File: src/rtl/tbuf_pkg.sv
package tbuf_pkg;
  localparam logic [5:0] EC_BUF = 6'b000000;
  localparam logic [5:0] EC_S1  = 6'b100100;
  localparam logic [5:0] EC_S2  = 6'b100101;

  localparam logic [5:0] CODE_RUN  = 6'd0;
  localparam logic [5:0] CODE_FILL = 6'd1;
  localparam logic [5:0] CODE_TRIG = 6'd2;
  localparam logic [5:0] CODE_MAN  = 6'd3;

  localparam int EC_LSB   = 26;
  localparam int DAT_BIT  = 23;
  localparam int IRQ_BIT  = 22;
  localparam int TRG_BIT  = 21;
  localparam int WRAP_BIT = 20;
  localparam int STOP_BIT = 17;

  typedef struct packed {
    logic [5:0] ec;
    logic       irq;
    logic       trg;
    logic       wrap;
    logic       stop;
    logic [5:0] code;
  } tbuf_sts_t;

  function automatic logic [63:0] pack_status(tbuf_sts_t s, logic dat);
    logic [63:0] w;
    w = '0;
    w[EC_LSB +: 6] = s.ec;
    w[DAT_BIT]     = dat;
    w[IRQ_BIT]     = s.irq;
    w[TRG_BIT]     = s.trg;
    w[WRAP_BIT]    = s.wrap;
    w[STOP_BIT]    = s.stop;
    w[5:0]         = s.code;
    return w;
  endfunction
endpackage

File: src/rtl/tbuf_ptr.sv
module tbuf_ptr #(
  parameter int AW = 8
) (
  input  logic          clk_i,
  input  logic          rst_ni,
  input  logic          load_i,
  input  logic [AW-1:0] base_i,
  input  logic [AW-1:0] limit_i,
  input  logic          acc_i,
  output logic [AW-1:0] wp_o,
  output logic          wrap_o
);
  logic [AW-1:0] wp_q;
  logic [AW-1:0] last;

  assign last   = limit_i - AW'(1);
  assign wrap_o = acc_i && (wp_q == last);
  assign wp_o   = wp_q;

  always_ff @(posedge clk_i or negedge rst_ni) begin
    if (!rst_ni)     wp_q <= '0;
    else if (load_i) wp_q <= base_i;
    else if (acc_i)  wp_q <= wrap_o ? base_i : wp_q + AW'(1);
  end


  wp_step_chk: assert property (@(posedge clk_i) disable iff (!rst_ni)
    acc_i && !load_i |=> (wp_q == $past(base_i)) || (wp_q == ($past(wp_q) + AW'(1))));
endmodule

File: src/rtl/tbuf_hold.sv
module tbuf_hold #(
  parameter int AW = 8,
  parameter int DW = 8
) (
  input  logic          clk_i,
  input  logic          rst_ni,
  input  logic          acc_i,
  input  logic [AW-1:0] addr_i,
  input  logic [DW-1:0] data_i,
  input  logic          mem_ready_i,
  output logic          full_o,
  output logic          mem_we_o,
  output logic [AW-1:0] mem_addr_o,
  output logic [DW-1:0] mem_data_o
);
  logic          full_q;
  logic [AW-1:0] addr_q;
  logic [DW-1:0] data_q;

  always_ff @(posedge clk_i or negedge rst_ni) begin
    if (!rst_ni) begin
      full_q <= 1'b0;
      addr_q <= '0;
      data_q <= '0;
    end else begin
      if (acc_i) begin
        full_q <= 1'b1;
        addr_q <= addr_i;
        data_q <= data_i;
      end else if (mem_ready_i) begin
        full_q <= 1'b0;
      end
    end
  end

  assign full_o     = full_q;
  assign mem_we_o   = full_q;
  assign mem_addr_o = addr_q;
  assign mem_data_o = data_q;


  hold_stable_chk: assert property (@(posedge clk_i) disable iff (!rst_ni)
    mem_we_o && !mem_ready_i |=> mem_we_o && $stable(mem_addr_o) && $stable(mem_data_o));
endmodule

File: src/rtl/tbuf_stat.sv
module tbuf_stat
  import tbuf_pkg::*;
(
  input  logic        clk_i,
  input  logic        rst_ni,
  input  logic        wrap_ev_i,
  input  logic        fill_mode_i,
  input  logic        trig_i,
  input  logic        man_stop_i,
  input  logic        fault_i,
  input  logic        fault_stage2_i,
  input  logic [5:0]  fault_code_i,
  input  logic        sw_we_i,
  input  logic [63:0] sw_wdata_i,
  output tbuf_sts_t   sts_o
);
  tbuf_sts_t sts_q, sts_d;
  logic      unused_wd;

  assign unused_wd = ^{sw_wdata_i[63:32], sw_wdata_i[25:23], sw_wdata_i[19:18],
                       sw_wdata_i[16:6]};

  always_comb begin
    sts_d = sts_q;
    if (sw_we_i) begin
      sts_d.ec   = sw_wdata_i[EC_LSB +: 6];
      sts_d.irq  = sw_wdata_i[IRQ_BIT];
      sts_d.trg  = sw_wdata_i[TRG_BIT];
      sts_d.wrap = sw_wdata_i[WRAP_BIT];
      sts_d.stop = sw_wdata_i[STOP_BIT];
      sts_d.code = sw_wdata_i[5:0];
    end
    if (trig_i)    sts_d.trg  = 1'b1;
    if (wrap_ev_i) sts_d.wrap = 1'b1;
    // stop cause priority: fault, fill wrap, trigger, manual
    if (fault_i) begin
      sts_d.ec   = fault_stage2_i ? EC_S2 : EC_S1;
      sts_d.code = fault_code_i;
      sts_d.stop = 1'b1;
      sts_d.irq  = 1'b1;
    end else if (!sts_d.stop && (trig_i || man_stop_i || (wrap_ev_i && fill_mode_i))) begin
      sts_d.ec   = EC_BUF;
      sts_d.stop = 1'b1;
      sts_d.irq  = 1'b1;
      if (wrap_ev_i && fill_mode_i) sts_d.code = CODE_FILL;
      else if (trig_i)              sts_d.code = CODE_TRIG;
      else                          sts_d.code = CODE_MAN;
    end
  end

  always_ff @(posedge clk_i or negedge rst_ni) begin
    if (!rst_ni) sts_q <= '0;
    else         sts_q <= sts_d;
  end

  assign sts_o = sts_q;


  trg_sticky_chk: assert property (@(posedge clk_i) disable iff (!rst_ni)
    sts_q.trg && !sw_we_i |=> sts_q.trg);


  code_hold_chk: assert property (@(posedge clk_i) disable iff (!rst_ni)
    sts_q.stop && !sw_we_i && !fault_i |=> sts_q.stop && $stable(sts_q.code));


  irq_on_stop_chk: assert property (@(posedge clk_i) disable iff (!rst_ni)
    !sts_q.stop && !sw_we_i ##1 sts_q.stop |-> sts_q.irq);
endmodule

File: src/rtl/tbuf_wr_status.sv
module tbuf_wr_status
  import tbuf_pkg::*;
#(
  parameter int AW = 8,
  parameter int DW = 8
) (
  input  logic          clk_i,
  input  logic          rst_ni,
  input  logic          byte_valid_i,
  input  logic [DW-1:0] byte_data_i,
  output logic          byte_ready_o,
  input  logic [AW-1:0] base_i,
  input  logic [AW-1:0] limit_i,
  input  logic          ptr_load_i,
  input  logic          wrap_mode_i,
  input  logic          trig_i,
  input  logic          man_stop_i,
  input  logic          fault_i,
  input  logic          fault_stage2_i,
  input  logic [5:0]    fault_code_i,
  input  logic          sts_we_i,
  input  logic [63:0]   sts_wdata_i,
  output logic          mem_we_o,
  output logic [AW-1:0] mem_addr_o,
  output logic [DW-1:0] mem_data_o,
  input  logic          mem_ready_i,
  output logic          irq_o,
  output logic [63:0]   status_o
);
  tbuf_sts_t     sts;
  logic          accept;
  logic          hold_full;
  logic          wrap_ev;
  logic [AW-1:0] wp;

  assign byte_ready_o = !sts.stop && (!hold_full || mem_ready_i);
  assign accept       = byte_valid_i && byte_ready_o;

  tbuf_ptr #(.AW(AW)) u_ptr (
    .clk_i   (clk_i),
    .rst_ni  (rst_ni),
    .load_i  (ptr_load_i),
    .base_i  (base_i),
    .limit_i (limit_i),
    .acc_i   (accept),
    .wp_o    (wp),
    .wrap_o  (wrap_ev)
  );

  tbuf_hold #(.AW(AW), .DW(DW)) u_hold (
    .clk_i       (clk_i),
    .rst_ni      (rst_ni),
    .acc_i       (accept),
    .addr_i      (wp),
    .data_i      (byte_data_i),
    .mem_ready_i (mem_ready_i),
    .full_o      (hold_full),
    .mem_we_o    (mem_we_o),
    .mem_addr_o  (mem_addr_o),
    .mem_data_o  (mem_data_o)
  );

  tbuf_stat u_stat (
    .clk_i          (clk_i),
    .rst_ni         (rst_ni),
    .wrap_ev_i      (wrap_ev),
    .fill_mode_i    (!wrap_mode_i),
    .trig_i         (trig_i),
    .man_stop_i     (man_stop_i),
    .fault_i        (fault_i),
    .fault_stage2_i (fault_stage2_i),
    .fault_code_i   (fault_code_i),
    .sw_we_i        (sts_we_i),
    .sw_wdata_i     (sts_wdata_i),
    .sts_o          (sts)
  );

  assign status_o = pack_status(sts, hold_full);
  assign irq_o    = sts.irq;


  no_accept_stopped_chk: assert property (@(posedge clk_i) disable iff (!rst_ni)
    status_o[STOP_BIT] && !mem_we_o |=> !mem_we_o);
endmodule

File: config.mk
export PLATFORM = sky130hd
export DESIGN_NAME = tbuf_wr_status
export DESIGN_NICKNAME = d
export VERILOG_FILES = /design/src/rtl/tbuf_pkg.sv /design/src/rtl/tbuf_ptr.sv /design/src/rtl/tbuf_hold.sv /design/src/rtl/tbuf_stat.sv /design/src/rtl/tbuf_wr_status.sv
export SDC_FILE = /design/constraint.sdc
export NUM_CORES = 1
export LEC_CHECK = 0
export ABC_AREA = 1
export BUFFER_PORTS_ARGS = -buffer_cell sky130_fd_sc_hd__buf_4
export CORE_MARGIN = 10
export CORE_UTILIZATION = 40
export DETAILED_ROUTE_END_ITERATION = 7
export PLACE_DENSITY = 0.77
export SLEW_MARGIN = 10
export SYNTH_ARGS = -nofsm -noshare
export SYNTH_HDL_FRONTEND = slang
export SYNTH_HIERARCHICAL = 1
export SYNTH_SLANG_ARGS = --single-unit
File: constraint.sdc
create_clock -name clk_i -period 5.2 [get_ports clk_i]
set_clock_uncertainty 0.15 [all_clocks]
set_input_delay 1.04 -clock clk_i [delete_from_list [all_inputs] [get_ports clk_i]]
set_output_delay 1.04 -clock clk_i [all_outputs]
set_load 0.005 [all_outputs]
After elaboration in Yosys (flattened, before gate mapping)
Cells that the tools add are included.
{ "totals": {"word_cells": 45, "in_bits": 105, "output_inout_bits": 83, "reg_bits": 41} }
{ "op_classes": {"n_eq_ne": 1, "add_sub_neg": 2, "n_mux": 15, "n_reduce_logical": 17} }
{ "ops": {"columns": ["op", "count"], "rows": [
  ["$mux 7", 4],
  ["$mux 8", 3],
  ["$mux 16", 1],
  ["$add 8x1->8 const B", 1],
  ["$eq 8x8->1", 1],
  ["$reduce_bool 2->1", 4],
  ["$sub 8x1->8 const B", 1],
  ["$mux 1", 6],
  ["$mux 6", 1],
  ["$logic_and 1x1->1", 5],
  ["$logic_not 1->1", 4],
  ["$logic_or 1x1->1", 3],
  ["$reduce_bool 3->1", 1]
]} }

Longest topological paths before layout
{ "logic_depth": {"depth_word": 10, "ltp_mapped": 20, "ltp_nobuf": 19} }

Hierarchy
The synthesis kept the hierarchy.
{ "modules_own_cells": {"columns": ["mod", "instances", "cells_each", "area_each_um2", "seq_area_each_um2"], "rows": [
  ["tbuf_ptr", 1, 160, 934.6, 200.2],
  ["tbuf_stat", 1, 101, 842.1, 400.4],
  ["tbuf_hold", 1, 73, 683.2, 425.4],
  ["tbuf_wr_status", 1, 58, 409.1, 0.0]
]} }

Worst setup path after synthesis
Ideal clock, no wire load.
{ "synth_path": {"path_type": "input -> register", "from": "input limit_i[0]", "to": "register u_stat.sts_q, in the netlist u_stat/sts_o[11]", "path_slack_ps": 2354, "path_stages": 17, "arrival_ps": 2579, "n_path_buf": 1, "setup_ps": 116, "t_required_ps": 4934, "cell_sequence": "inv_1 -> ha_1 -> xor2_1 -> nand2_1 -> nor2_1 -> nand2_1 -> inv_2 -> nand3_4 -> inv_1 -> nand2_1 -> nand2_1 -> nand2_4 -> buf_12 -> inv_4 -> nor2_4 -> nand2_1 -> nand2_1"} }
{ "synth_between": {"elab_chain_len": 8, "word_cells_on_any_way": 9, "cone_classes": "add/sub: 1; eq/ne: 1; mux: 2; reduce/logical: 5"} }
{ "synth_rtl": {"columns": ["element", "line", "text"], "rows": [
  ["start, declared", "tbuf_wr_status.sv:13", "input logic [AW-1:0] limit_i,"],
  ["$sub 8x1->8 (*)", "tbuf_ptr.sv:16", "assign last = limit_i - AW'(1);"],
  ["$eq 8x8->1 (*)", "tbuf_ptr.sv:17", "assign wrap_o = acc_i && (wp_q == last);"],
  ["$logic_and 1x1->1 (*)", "tbuf_ptr.sv:17", null],
  ["named net wrap_ev", "tbuf_wr_status.sv:33", "logic wrap_ev;"],
  ["$logic_and 1x1->1 (*)", "tbuf_stat.sv:41", "end else if (!sts_d.stop && (trig_i || man_stop_i || (wrap_ev_i && fill_mode_i))) begin"],
  ["$logic_or 1x1->1 (*)", "tbuf_stat.sv:41", null],
  ["$logic_and 1x1->1 (*)", "tbuf_stat.sv:41", null],
  ["$mux 7", "tbuf_stat.sv:41", null],
  ["$mux 7", "tbuf_stat.sv:36", "if (fault_i) begin"],
  ["end signal, assigned", "tbuf_stat.sv:53", "else sts_q <= sts_d;"],
  ["end, declared", "tbuf_stat.sv:17", "tbuf_sts_t sts_q, sts_d;"]
]} }
The timed path passes the listed nets; every way through them passes the cells marked *.
A chain may end at the register's enable or synchronous reset.

Final worst setup path
{ "layout_path": {"from": "input mem_ready_i", "to": "register u_stat.sts_q, in the netlist u_stat/sts_o[11]"} }
{ "layout_between": {"elab_chain_len": 9, "word_cells_on_any_way": 10, "cone_classes": "mux: 2; reduce/logical: 8"} }
{ "layout_rtl": {"columns": ["element", "line", "text"], "rows": [
  ["start, declared", "tbuf_wr_status.sv:26", "input logic mem_ready_i,"],
  ["$logic_or 1x1->1 (*)", "tbuf_wr_status.sv:36", "assign byte_ready_o = !sts.stop && (!hold_full || mem_ready_i);"],
  ["$logic_and 1x1->1 (*)", "tbuf_wr_status.sv:36", null],
  ["$logic_and 1x1->1 (*)", "tbuf_wr_status.sv:37", "assign accept = byte_valid_i && byte_ready_o;"],
  ["named net accept", "tbuf_wr_status.sv:31", "logic accept;"],
  ["$logic_and 1x1->1 (*)", "tbuf_ptr.sv:17", null],
  ["named net wrap_ev", "tbuf_wr_status.sv:33", null],
  ["$logic_and 1x1->1 (*)", "tbuf_stat.sv:41", null],
  ["$logic_or 1x1->1 (*)", "tbuf_stat.sv:41", null],
  ["$logic_and 1x1->1 (*)", "tbuf_stat.sv:41", null],
  ["$mux 7", "tbuf_stat.sv:41", null],
  ["$mux 7", "tbuf_stat.sv:36", null]
]} }
Marked as above.

==> run summary <==
DR pass1 iterations -> 4
Syn-to-layout area delta -> 21.67%
post-DR wirelength/cell -> 12.99 µm
Synth Warn # -> 6
Hold EP -> u_stat/sts_o[13]$_DFFE_PN0P_
Tmin final -> 3.061 ns
top_reg_cell synth -> dfrtp_1
first-pass GRT wire length -> 11960 µm
Area after DPL -> 3390 µm²
Initial Utilization -> 0.4177
Final Non-Filler Cells -> 577
Hold Fails Final Rpt -> 0
fin crit share -> 0.5886
flop-to-flop setup slack -> 2.55 ns
met1 Use GR -> 0.1516
CTS tree -> built
share of layout cells above drive strength 1 -> 0.2765
Fmax achieved -> 326.7 MHz
die height -> 104.7 µm
Crit. End Element -> flip-flop
Ant. Diodes -> 0
clock slew at the register clock pins of the worst setup and hold paths -> 0.08 ns
grt met3 use -> 0.04177
top cells by area, synth -> dfrtp_1, nand2_1, buf_4, nand3_1, inv_1
Pleak -> 0.002040 µW
Final HPWL DP -> 6083 µm
hold path cells -> 2
setup TNS -> 0 ns
Synth top cells by count -> nand2_1, buf_4, nand3_1
pin count of the biggest net entering global routing -> 42
DRC viols -> 0
RSZ-0062 raised after global routing -> no
Slew Viols, Final -> 0
IO Port Bufs -> 92
Post-DRT Antenna Nets -> 0
via-per-instance ratio -> 4.366
area of the multi-input gates -> 1360 µm²
die width -> 104.7 µm
post-route setup slack -> 2.139 ns
post-synth top area share -> 0.3576
initial antenna violation count -> 0
CP Class -> input port to flip-flop
PD cells -> 249.3 nW/µm²
Reg area -> 1026 µm²
Crit path required time -> 5.23 ns
Distinct cells, synth -> 32
cts repair resizes -> 0
I/O Pins -> 188
Placed Cells -> 569
pre-CTS WS -> 1.812 ns
clock buffer count from CTS -> 5
drt initial violations -> 79
layout net count -> 587
largest area contributor in the netlist -> dfrtp_1
Syn Inst Count -> 392
number of setup violations in the final report -> 0
outcome -> complete, no violations
Via Count -> 2519
Clock Sinks -> 41
hold_buf cts -> 0
HP Class -> flip-flop to flip-flop
WP data arrival -> 3.09 ns
Hold Path Origin -> u_stat/sts_o[13]$_DFFE_PN0P_
worst-skew pair later-pin latency -> 0.29 ns
relative slew slack -> 0.6480
Routed Wire Length -> 7493 µm
worst-margin pin slew -> 0.5280 ns
M2 GR Usage -> 0.2225
area of the die -> 10960 µm²
Max-Cap Viols -> 0
clk buf depth -> 2
FF-to-FF Start -> u_hold/full_o$_DFFE_PN0P_
Reg2Reg Depth -> 19
grt total ovfl -> 0
count leader, synth -> nand2_1
H-tree depth -> 2
Core ar. -> 6869 µm²
Design Area, Final -> 3491 µm²
CP startpoint kind -> input port
Fill cells -> 712
Async SR Flop Fraction -> 1.000
final hold slack -> 0.3263 ns
total track usage -> 0.1288
CTS root buf -> clkbuf_8
Reg2Reg Capture Point -> u_stat/sts_o[11]$_DFFE_PN0P_
Post-synth EDFFs -> 0
Rows -> 30
Crit Path Max Fanout -> 20
Seq cells post-synth -> 41
number of setup buffers added after CTS -> 0
post-synthesis sequential area ratio -> 0.3576
grt peak-use layer -> met2
Mapped Area -> 2869 µm²
Mapped Avg Cell Area -> 7.319 µm²
vias in the first global route -> 2481
VDD IR max -> 0.00008990 V
GP Congestion -> 0.8525
==> worst max-delay path: stages <==
cell,delay (ns)
buf_4,0.08
inv_1,0.04
nand2_2,0.06
nand2_2,0.06
nor2_2,0.08
buf_4,0.28
nand2_1,0.09
nor2_1,0.08
nand2_1,0.07
nor2_1,0.18
nand2_1,0.09
inv_2,0.07
nand3_4,0.11
inv_1,0.13
nand2_1,0.09
nand2_1,0.11
nand2_4,0.16
inv_4,0.12
nor2_4,0.04
nand2_1,0.05
nand2_1,0.05
==> registers in the layout, summed over array words and instances (netlist names) <==
| name | cells |
|---|---|
| u_hold/full_o | 1 |
| u_hold/mem_data_o | 8 |
| u_hold/mem_addr_o | 8 |
| u_ptr/wp_o | 8 |
| u_stat/sts_o | 16 |
==> where the power goes <==
| group | switching, µW | leakage, µW | internal, µW |
|---|---|---|---|
| Sequential | 38.3 | 0.000506 | 362 |
| Clock | 107 | 0.0000542 | 120 |
| Combinational | 123 | 0.00148 | 120 |
==> layout make-up <==
| class | count | area share |
|---|---|---|
| clock buffers | 7 | 0.02760 |
| clock inverters | 1 | 0.001434 |
| inverters | 45 | 0.05305 |
| multi-input cells | 294 | 0.3896 |
| flip-flops and latches | 41 | 0.2939 |
| well taps | 96 | 0.03441 |
| repair buffers | 93 | 0.2000 |
==> per-layer routing <==
metal | up-vias | wire length, µm
met2 | 111 | 3645
met4 | 0 | 36
met1 | 1136 | 3098
li1 | 1268 | -
met3 | 4 | 712
met5 | - | 0
==> layout by cell type (no fill, tap or decap), drive strengths merged <==
cell type and count:
clkbuf 7, nand3 51, nand2 154, inv 43
xor2 6, a21oi 2, ha 2, o21ai 3
nor2 23, nand4 2, clkinv 3, dfrtp 41
xnor2 4, buf 93, conb 47
==> how the worst max path moves through the flow <==
stage / startpoint / endpoint / slack (ns) / depth (start not counted)
3_5_place_dp: mem_ready_i / u_stat/sts_o[14]$_DFFE_PN0P_ / 1.81 / 21
5_1_grt: mem_ready_i / u_stat/sts_o[13]$_DFFE_PN0P_ / 1.86 / 21
6_report: mem_ready_i / u_stat/sts_o[11]$_DFFE_PN0P_ / 2.14 / 21
4_1_cts: mem_ready_i / u_stat/sts_o[14]$_DFFE_PN0P_ / 2.12 / 21
3_3_place_gp: mem_ready_i / u_stat/sts_o[14]$_DFFE_PN0P_ / 1.85 / 21
2_1_floorplan: limit_i[0] / u_stat/sts_o[11]$_DFFE_PN0P_ / 2.35 / 17
==> stage by stage <==
step	total power [µW]	utilization
2_1_floorplan	554.8	-
3_3_place_gp	642.1	0.4934
3_5_place_dp	650.0	0.4934
4_1_cts	879.8	0.5082
5_1_grt	930.3	0.5082
6_report	870.2	0.5082
==> cells by family (layout without fill, tap and decap cells) <==
group,after synthesis,count (layout),share of synthesized area
AND/OR/NAND/NOR,230,230,0.3607
buffers and inverters,103,146,0.2285
flip-flops,41,41,0.3576
XOR/XNOR,10,10,0.03053
AO/OA/AOI/OAI,5,5,0.01265
adder cells (fa/ha/maj),2,2,0.008721
other,1,47,0.001307
Power figures use the tool's default switching activity.
